===== src/rtl/crc_start_pkg.sv =====
package crc_start_pkg;
  typedef enum logic [2:0] {
    PH_IDLE    = 3'd0,
    PH_IFS     = 3'd1,
    PH_INTEG   = 3'd2,
    PH_REINTEG = 3'd3,
    PH_FRAME   = 3'd4,
    PH_TAIL    = 3'd5
  } phase_e;

  typedef struct packed {
    logic load;
    logic shift;
  } crcCtl_t;

  localparam logic DOMINANT = 1'b0;
endpackage


===== src/rtl/crc_start_ctrl.sv =====
module crc_start_ctrl
  import crc_start_pkg::*;
#(
  parameter int IFS_LEN = 3,
  localparam int IDX_W = (IFS_LEN > 1) ? $clog2(IFS_LEN) : 1
) (
  input  logic             clk,
  input  logic             rstN,
  input  phase_e           phase,
  input  logic [IDX_W-1:0] ifsIdx,
  input  logic             samplePt,
  input  logic             rxBit,
  input  logic             joinDone,
  output crcCtl_t          ctl,
  output logic             enable,
  output logic             sameBitRst
);
  localparam logic [IDX_W-1:0] LAST_IDX = IDX_W'(IFS_LEN - 1);

  logic enReg;
  logic sofWindow;
  logic sofHit;
  logic initHit;
  logic joinPhase;

  assign joinPhase = (phase == PH_INTEG) || (phase == PH_REINTEG);
  assign sofWindow = (phase == PH_IDLE) || ((phase == PH_IFS) && (ifsIdx == LAST_IDX));
  assign sofHit    = samplePt && sofWindow && (rxBit == DOMINANT);
  assign initHit   = samplePt && (((phase == PH_IFS) && (ifsIdx < LAST_IDX))
                                  || (joinPhase && joinDone));

  always_ff @(posedge clk or negedge rstN) begin
    if (!rstN) begin
      enReg <= 1'b0;
    end else if (sofHit) begin
      enReg <= 1'b1;
    end else if (phase != PH_FRAME) begin
      enReg <= 1'b0;
    end
  end

  always_comb begin
    ctl.load  = initHit;
    ctl.shift = sofHit || (samplePt && enReg && (phase == PH_FRAME));
  end

  assign enable     = enReg;
  assign sameBitRst = sofHit;

  // a clear only ever comes with a sample-point strobe
  a_r8_load_on_sample: assert property (@(posedge clk) disable iff (!rstN)
    ctl.load |-> samplePt);

  // a start-of-frame preset is followed by active accumulation
  a_r5_preset_enables: assert property (@(posedge clk) disable iff (!rstN)
    sameBitRst |=> enable);

  // without a strobe, an idle block cannot start accumulating
  a_r4_idle_needs_sample: assert property (@(posedge clk) disable iff (!rstN)
    (!enable && !samplePt) |=> !enable);

  // leaving the frame drops the enable
  a_r7_leave_frame: assert property (@(posedge clk) disable iff (!rstN)
    ((phase != PH_FRAME) && !sameBitRst) |=> !enable);
endmodule


===== src/rtl/crc_start_dp.sv =====
module crc_start_dp
  import crc_start_pkg::*;
#(
  parameter int              CRC_W = 15,
  parameter logic [CRC_W-1:0] POLY  = 15'h4599,
  parameter logic [CRC_W-1:0] INIT  = '0
) (
  input  logic             clk,
  input  logic             rstN,
  input  crcCtl_t          ctl,
  input  logic             dataBit,
  output logic [CRC_W-1:0] crc
);
  logic [CRC_W-1:0] crcReg;
  logic [CRC_W-1:0] crcNext;
  logic             fb;

  always_comb begin
    fb      = dataBit ^ crcReg[CRC_W-1];
    crcNext = {crcReg[CRC_W-2:0], 1'b0} ^ (fb ? POLY : '0);
  end

  always_ff @(posedge clk or negedge rstN) begin
    if (!rstN) begin
      crcReg <= INIT;
    end else if (ctl.load) begin
      crcReg <= INIT;
    end else if (ctl.shift) begin
      crcReg <= crcNext;
    end
  end

  assign crc = crcReg;

  // a clear leaves the start value in the register
  a_r1_load_gives_init: assert property (@(posedge clk) disable iff (!rstN)
    ctl.load |=> (crc == INIT));

  // no step and no clear means the register holds
  a_r6_hold_when_idle: assert property (@(posedge clk) disable iff (!rstN)
    (!ctl.load && !ctl.shift) |=> $stable(crc));

  // the control never asks for a clear and a step together
  a_r8_no_overlap: assert property (@(posedge clk) disable iff (!rstN)
    !(ctl.load && ctl.shift));
endmodule


===== src/rtl/crc_start_seq.sv =====
module crc_start_seq
  import crc_start_pkg::*;
#(
  parameter int               CRC_W   = 15,
  parameter logic [CRC_W-1:0] POLY    = 15'h4599,
  parameter logic [CRC_W-1:0] INIT    = '0,
  parameter int               IFS_LEN = 3,
  localparam int              IDX_W   = (IFS_LEN > 1) ? $clog2(IFS_LEN) : 1
) (
  input  logic             clk,
  input  logic             rstN,
  input  logic [2:0]       pcPhase,
  input  logic [IDX_W-1:0] ifsIdx,
  input  logic             samplePt,
  input  logic             rxBit,
  input  logic             joinDone,
  output logic             crcInit,
  output logic             crcEnable,
  output logic             sameBitRst,
  output logic [CRC_W-1:0] crcValue
);
  crcCtl_t ctl;

  crc_start_ctrl #(.IFS_LEN(IFS_LEN)) u_ctrl (
    .clk        (clk),
    .rstN       (rstN),
    .phase      (phase_e'(pcPhase)),
    .ifsIdx     (ifsIdx),
    .samplePt   (samplePt),
    .rxBit      (rxBit),
    .joinDone   (joinDone),
    .ctl        (ctl),
    .enable     (crcEnable),
    .sameBitRst (sameBitRst)
  );

  crc_start_dp #(.CRC_W(CRC_W), .POLY(POLY), .INIT(INIT)) u_dp (
    .clk     (clk),
    .rstN    (rstN),
    .ctl     (ctl),
    .dataBit (rxBit),
    .crc     (crcValue)
  );

  assign crcInit = ctl.load;
endmodule


===== config.mk =====
export PLATFORM = sky130hd
export DESIGN_NAME = crc_start_seq
export DESIGN_NICKNAME = d
export VERILOG_FILES = /design/src/rtl/crc_start_pkg.sv /design/src/rtl/crc_start_ctrl.sv /design/src/rtl/crc_start_dp.sv /design/src/rtl/crc_start_seq.sv
export SDC_FILE = /design/constraint.sdc
export NUM_CORES = 1
export LEC_CHECK = 0
export ABC_AREA = 1
export BUFFER_PORTS_ARGS = -buffer_cell sky130_fd_sc_hd__buf_2
export CAP_MARGIN = 10
export CORE_MARGIN = 2
export CORE_UTILIZATION = 46
export DETAILED_ROUTE_END_ITERATION = 8
export GPL_ROUTABILITY_DRIVEN = 0
export PLACE_DENSITY_LB_ADDON = 0.25
export SLEW_MARGIN = 20
export SYNTH_ARGS = -nofsm -noshare
export SYNTH_HDL_FRONTEND = slang
export SYNTH_SLANG_ARGS = --single-unit

===== constraint.sdc =====
create_clock -name clk -period 1.2 [get_ports clk]
set_clock_uncertainty 0.1 [all_clocks]
set_input_delay 0.3 -clock clk [delete_from_list [all_inputs] [get_ports clk]]
set_output_delay 0.3 -clock clk [all_outputs]
set_load 0.1 [all_outputs]

Word-level counts from Yosys, hierarchy flattened

Index checks and enable logic that the tools add are counted.

Logic and storage cells: 32
Output and inout port bits: 18
Input bits: 10
Flip-flop bits (word level): 16

Order comparisons: 1
Equality and inequality tests: 6
Bitwise logic cells: 3
Multiplexer cells: 5
Reductions and logical operators: 15

Operator list:

| kind                 | count |
|---|---|
| $mux W15             | 3 |
| $xor A15 B15 Y15     | 1 |
| $logic_and A1 B1 Y1  | 8 |
| $eq A3 B2 Y1 const B | 2 |
| $logic_or A1 B1 Y1   | 4 |
| $reduce_bool A2 Y1   | 2 |
| $eq A3 B1 Y1 const B | 1 |
| $eq A3 B3 Y1 const B | 1 |
| $logic_not A3 Y1     | 1 |
| $ne A3 B3 Y1 const B | 1 |
| $eq A2 B2 Y1 const B | 1 |
| $lt A2 B2 Y1 const B | 1 |
| $mux W1              | 2 |
| $not A1 Y1           | 1 |
| $xor A1 B1 Y1        | 1 |

Logic depth before layout (Yosys ltp)

Depth after elaboration: 8
Depth in mapped cells: 8

Cells and area by module

From an unflattened synthesis, not the netlist that was laid out.

Cell total of the unflattened synthesis: 101
Area, all modules: 828.3 µm²

Modules (own cells, without submodules):

| module         | sequential area each (µm²) | cells an instance | instances | area each (µm²) |
|---|---|---|---|---|
| crc_start_dp   | 375.4                      | 78                | 1         | 701.9 |
| crc_start_ctrl | 25.0                       | 23                | 1         | 126.4 |

Least setup slack after synthesis

No wires, ideal clock.

Path kind: flip-flop to flip-flop
Start point: reg u_ctrl.enReg, in the netlist u_ctrl.enable
End point: reg u_dp.crcReg[14], in the netlist u_dp.crc[14]
Arrival time: 1.712 ns
Path slack: -0.734 ns
Setup time: 0.122 ns
Path buffers: 1
Stages on the path, launching flop included: 7
Required time: 0.978 ns
Period minus slack after synthesis: 1.934 ns
Cell sequence: dfrtp_1 > nand2_1 > nor3_2 > nor2_4 > buf_12 > nand3_2 > nand2_1

Cells in the longest elaborated chain, start to end: 4

RTL lines:

| item                             | RTL line             | source |
|---|---|---|
| from (decl)                      | crc_start_ctrl.sv:20 | `logic enReg;` |
| from (signal assigned)           | crc_start_ctrl.sv:34 | `enReg <= 1'b0;` |
| from (signal assigned)           | crc_start_ctrl.sv:36 | `enReg <= 1'b1;` |
| from (signal assigned)           | crc_start_ctrl.sv:38 | `enReg <= 1'b0;` |
| $logic_and A1 B1 Y1 (2 in a row) | crc_start_ctrl.sv:44 | `ctl.shift = sofHit \|\| (samplePt && enReg && (phase == PH_FRAME));` |
| $logic_or A1 B1 Y1               | crc_start_ctrl.sv:44 |  |
| $reduce_bool A2 Y1 (no line)     | --                   |  |
| to (signal assigned)             | crc_start_dp.sv:29   | `crcReg <= crcNext;` |
| to (decl)                        | crc_start_dp.sv:14   | `logic [CRC_W-1:0] crcReg;` |

No other way between the ends.
A chain may end at the register's enable or synchronous reset.

Worst setup path in the final report

Start point: reg u_dp.crcReg[14], in the netlist u_dp.crc[14]
End point: out crcValue[14]

RTL lines:

| item      | RTL line            | source |
|---|---|---|
| to (decl) | crc_start_seq.sv:20 | `output logic [CRC_W-1:0] crcValue` |

No word-level cell between the ends.

==> results.sh <==
export IMPL_drt_iter0_markers=33
export IMPL_post_drt_wl_per_cell_um=16.5
export IMPL_synth_top_area_share=0.400
export IMPL_critPathArrivalTime_ns=1.07
export IMPL_tightest_slew_ns=0.374
export IMPL_period_share=1.22
export IMPL_finalPower_mw=2.02
export IMPL_cp_slowest_cell="dfrtp_4"
export IMPL_hold_path_class="in -> reg"
export IMPL_clkTransAtPathRegs_ns=0.11
export IMPL_rows=16
export IMPL_dieArea_sq_um=2560
export IMPL_core_area_sq_um=2000
export IMPL_drc=0
export IMPL_synthMuxAreaShare=0
export IMPL_ys_seq_area_frac=0.400
export IMPL_yosys_cell_types_count=17
export IMPL_grt_pass1_vias=1177
export IMPL_htreeDepth=1
export IMPL_grt_max_degree=17
export IMPL_yosysTopAreaCell="dfrtp_1"
export IMPL_drive_above_1_share=0.659
export IMPL_synth_compound_area_share=0.0188
export IMPL_worstSkewPairLatency_ns=0.30
export IMPL_cp_required_ns=0.80
export IMPL_synth_xor_area_share=0
export IMPL_grt_first_pass_wirelength_um=5690
export IMPL_r2r_cells=8
export IMPL_io_buffers=27
export IMPL_hold_start="pcPhase[1]"
export IMPL_dp_cells=184
export IMPL_die_x_um=50.6
export IMPL_num_vias=1079
export IMPL_wirelength_um=3460
export IMPL_vdd_drop_max_uv=1020
export IMPL_setup_slack_ns=-0.269
export IMPL_slew_headroom=0.751
export IMPL_grt_use_total=0.302
export IMPL_slowest_delay_ns=0.50
export IMPL_synth_top_family_by_area="simple AND/OR/NAND/NOR gates"
export IMPL_min_to="u_ctrl.enable"
export IMPL_cts_buffers=3
export IMPL_via_per_inst=5.16
export IMPL_violations="setup timing"
export IMPL_drtAntennaViolNets=0
export IMPL_io_pins=28
export IMPL_ys_warn_count=0
export IMPL_maxSlewViolCount=0
export IMPL_synth_area_per_cell_sq_um=7.88
export IMPL_area_growth_pct=84.1
export IMPL_hpwl_um=1870
export IMPL_cts_root_buf="clkbuf_4"
export IMPL_overflow=0
export IMPL_fmax_mhz=681
export IMPL_path_buf_inv=2
export IMPL_reg2reg_from="u_ctrl.enable"
export IMPL_dpl_instance_area_sq_um=1480
export IMPL_nets=193
export IMPL_reg2reg_to="u_dp.crc[12]"
export IMPL_n_antenna_cell=0
export IMPL_fin_area_sq_um=1840
export IMPL_first_pass_iters=4
export IMPL_dieHeight_um=50.6
export IMPL_synth_area_sq_um=1000
export IMPL_clock_sinks=16
export IMPL_path_cells="buf_6 > buf_12"
export IMPL_hold_viol_final=0
export IMPL_synth_fa_ha_area_frac=0
export IMPL_ys_ff_latch=16
export IMPL_drv_cap=0
export IMPL_synthCells=127
export IMPL_cts_tree="yes"
export IMPL_rsz0062_at_grt="true"
export IMPL_clock_tree_buffer_depth=2
export IMPL_min_period_ns=1.47
export IMPL_worstSetupPathType="reg -> out"
export IMPL_syn_nets=137
export IMPL_critPathTopFamily="flip-flops"
export IMPL_fin_cells=209
export IMPL_finalSetupViolCount=33
export IMPL_p_leak_nw=0.882
export IMPL_critPathCaptureType="output port"
export IMPL_p_per_area_nw_per_um2=1100
export IMPL_critPathLaunchType="register"
export IMPL_synth_area_leaders="dfrtp_1 (40%), nand2_1 (17%), nand3_1 (11%)"
export IMPL_status="finished, violations left"
export IMPL_initial_utilization=0.500
export IMPL_ff2ff_setup_slack_ns=-0.22
export IMPL_synthSimpleGateAreaFrac=0.456
export IMPL_antenna_found_initial=0
export IMPL_hold_path_depth=4
export IMPL_crit_fanout=2
-- layer usage --
metal | vias up | wire (um) | track usage
met5 | - | 0 | 0
met4 | 0 | 55 | 0.131
met3 | 6 | 169 | 0.0446
met2 | 37 | 1830 | 0.520
met1 | 524 | 1410 | 0.373
li1 | 512 | - | -
-- layout make-up --
cell class | instances | area [sq um]
fillers | 72 | 159
flip-flops and latches | 16 | 425
multi-input cells | 91 | 594
well taps | 27 | 33.8
clock buffers | 4 | 36.3
repair buffers | 56 | 691
inverters | 15 | 62.6
-- flip-flops by register name (all words and copies together) (netlist names) --
name           count
u_dp.crc          15
u_ctrl.enable      1
-- layout by cell type (no fill, tap or decap), types with 3 or more instances in the layout --
master	instances
nor2_4	4
buf_12	20
buf_2	5
dfrtp_2	14
nand3_2	22
buf_4	24
nand2_2	9
inv_1	11
nand2_1	36
nand3_1	10
clkbuf_4	3
nand2_4	4
buf_6	4
-- worst max-delay path by stage --
stage / cells past startpoint / startpoint / to / slack [ns]
floorplan: 7 / pcPhase[1] / u_dp.crc[13] / -0.36
global placement: 7 / pcPhase[1] / crcInit / -0.22
detailed placement: 7 / pcPhase[1] / crcInit / -0.25
CTS: 2 / u_dp.crc[14] / crcValue[14] / -0.26
global route: 8 / u_ctrl.enable / u_dp.crc[12] / -0.29
finish: 2 / u_dp.crc[14] / crcValue[14] / -0.27
-- worst reg2reg max path, cell delays in order, from the launching register on --
cell     delay (ns)
dfrtp_4        0.50
buf_4          0.15
nand2_4        0.08
nor2_1         0.05
nand2_1        0.06
nand2_2        0.07
buf_12         0.16
nand3_1        0.09
nand2_1        0.06
-- report_power, final --
group	switching [mW]	internal, mW	leakage, nW
Combinational	0.615	0.371	0.668
Sequential	0.0555	0.596	0.193
Clock	0.197	0.185	0.0210
-- cells in the mapped netlist, drive strengths merged --
library cell   n
inv           15
o21ai          2
nand3         32
buf            5
nor2           6
dfrtp         16
a21oi          1
nor3           1
nand2         49
-- repair_timing --
item / 4_1_cts / 5_1_grt
endpoints found under the hold margin: 16 / 0
pin swaps: 11 / 8
hold buffers: 1 / 0
gates resized for setup: 26 / 14
setup endpoints to repair: 33 / 33
buffers inserted: 17 / 3
-- cells by family after synthesis --
kind of cell | Yosys count
compound gates | 3
buf+inv | 20
simple gates | 88
flops | 16
-- per-stage QoR --
stage	setup slack (ns)	utilization	setup TNS, ns	hold WS [ns]
2_1_floorplan	-0.357	-	-5.26	-0.0956
3_3_place_gp	-0.225	0.739	-3.33	0.131
3_5_place_dp	-0.249	0.739	-3.58	0.140
4_1_cts	-0.260	0.879	-4.91	0.251
5_1_grt	-0.291	0.921	-6.67	0.305
6_report	-0.269	0.921	-5.40	0.260
(Power assumes the default switching activity.)
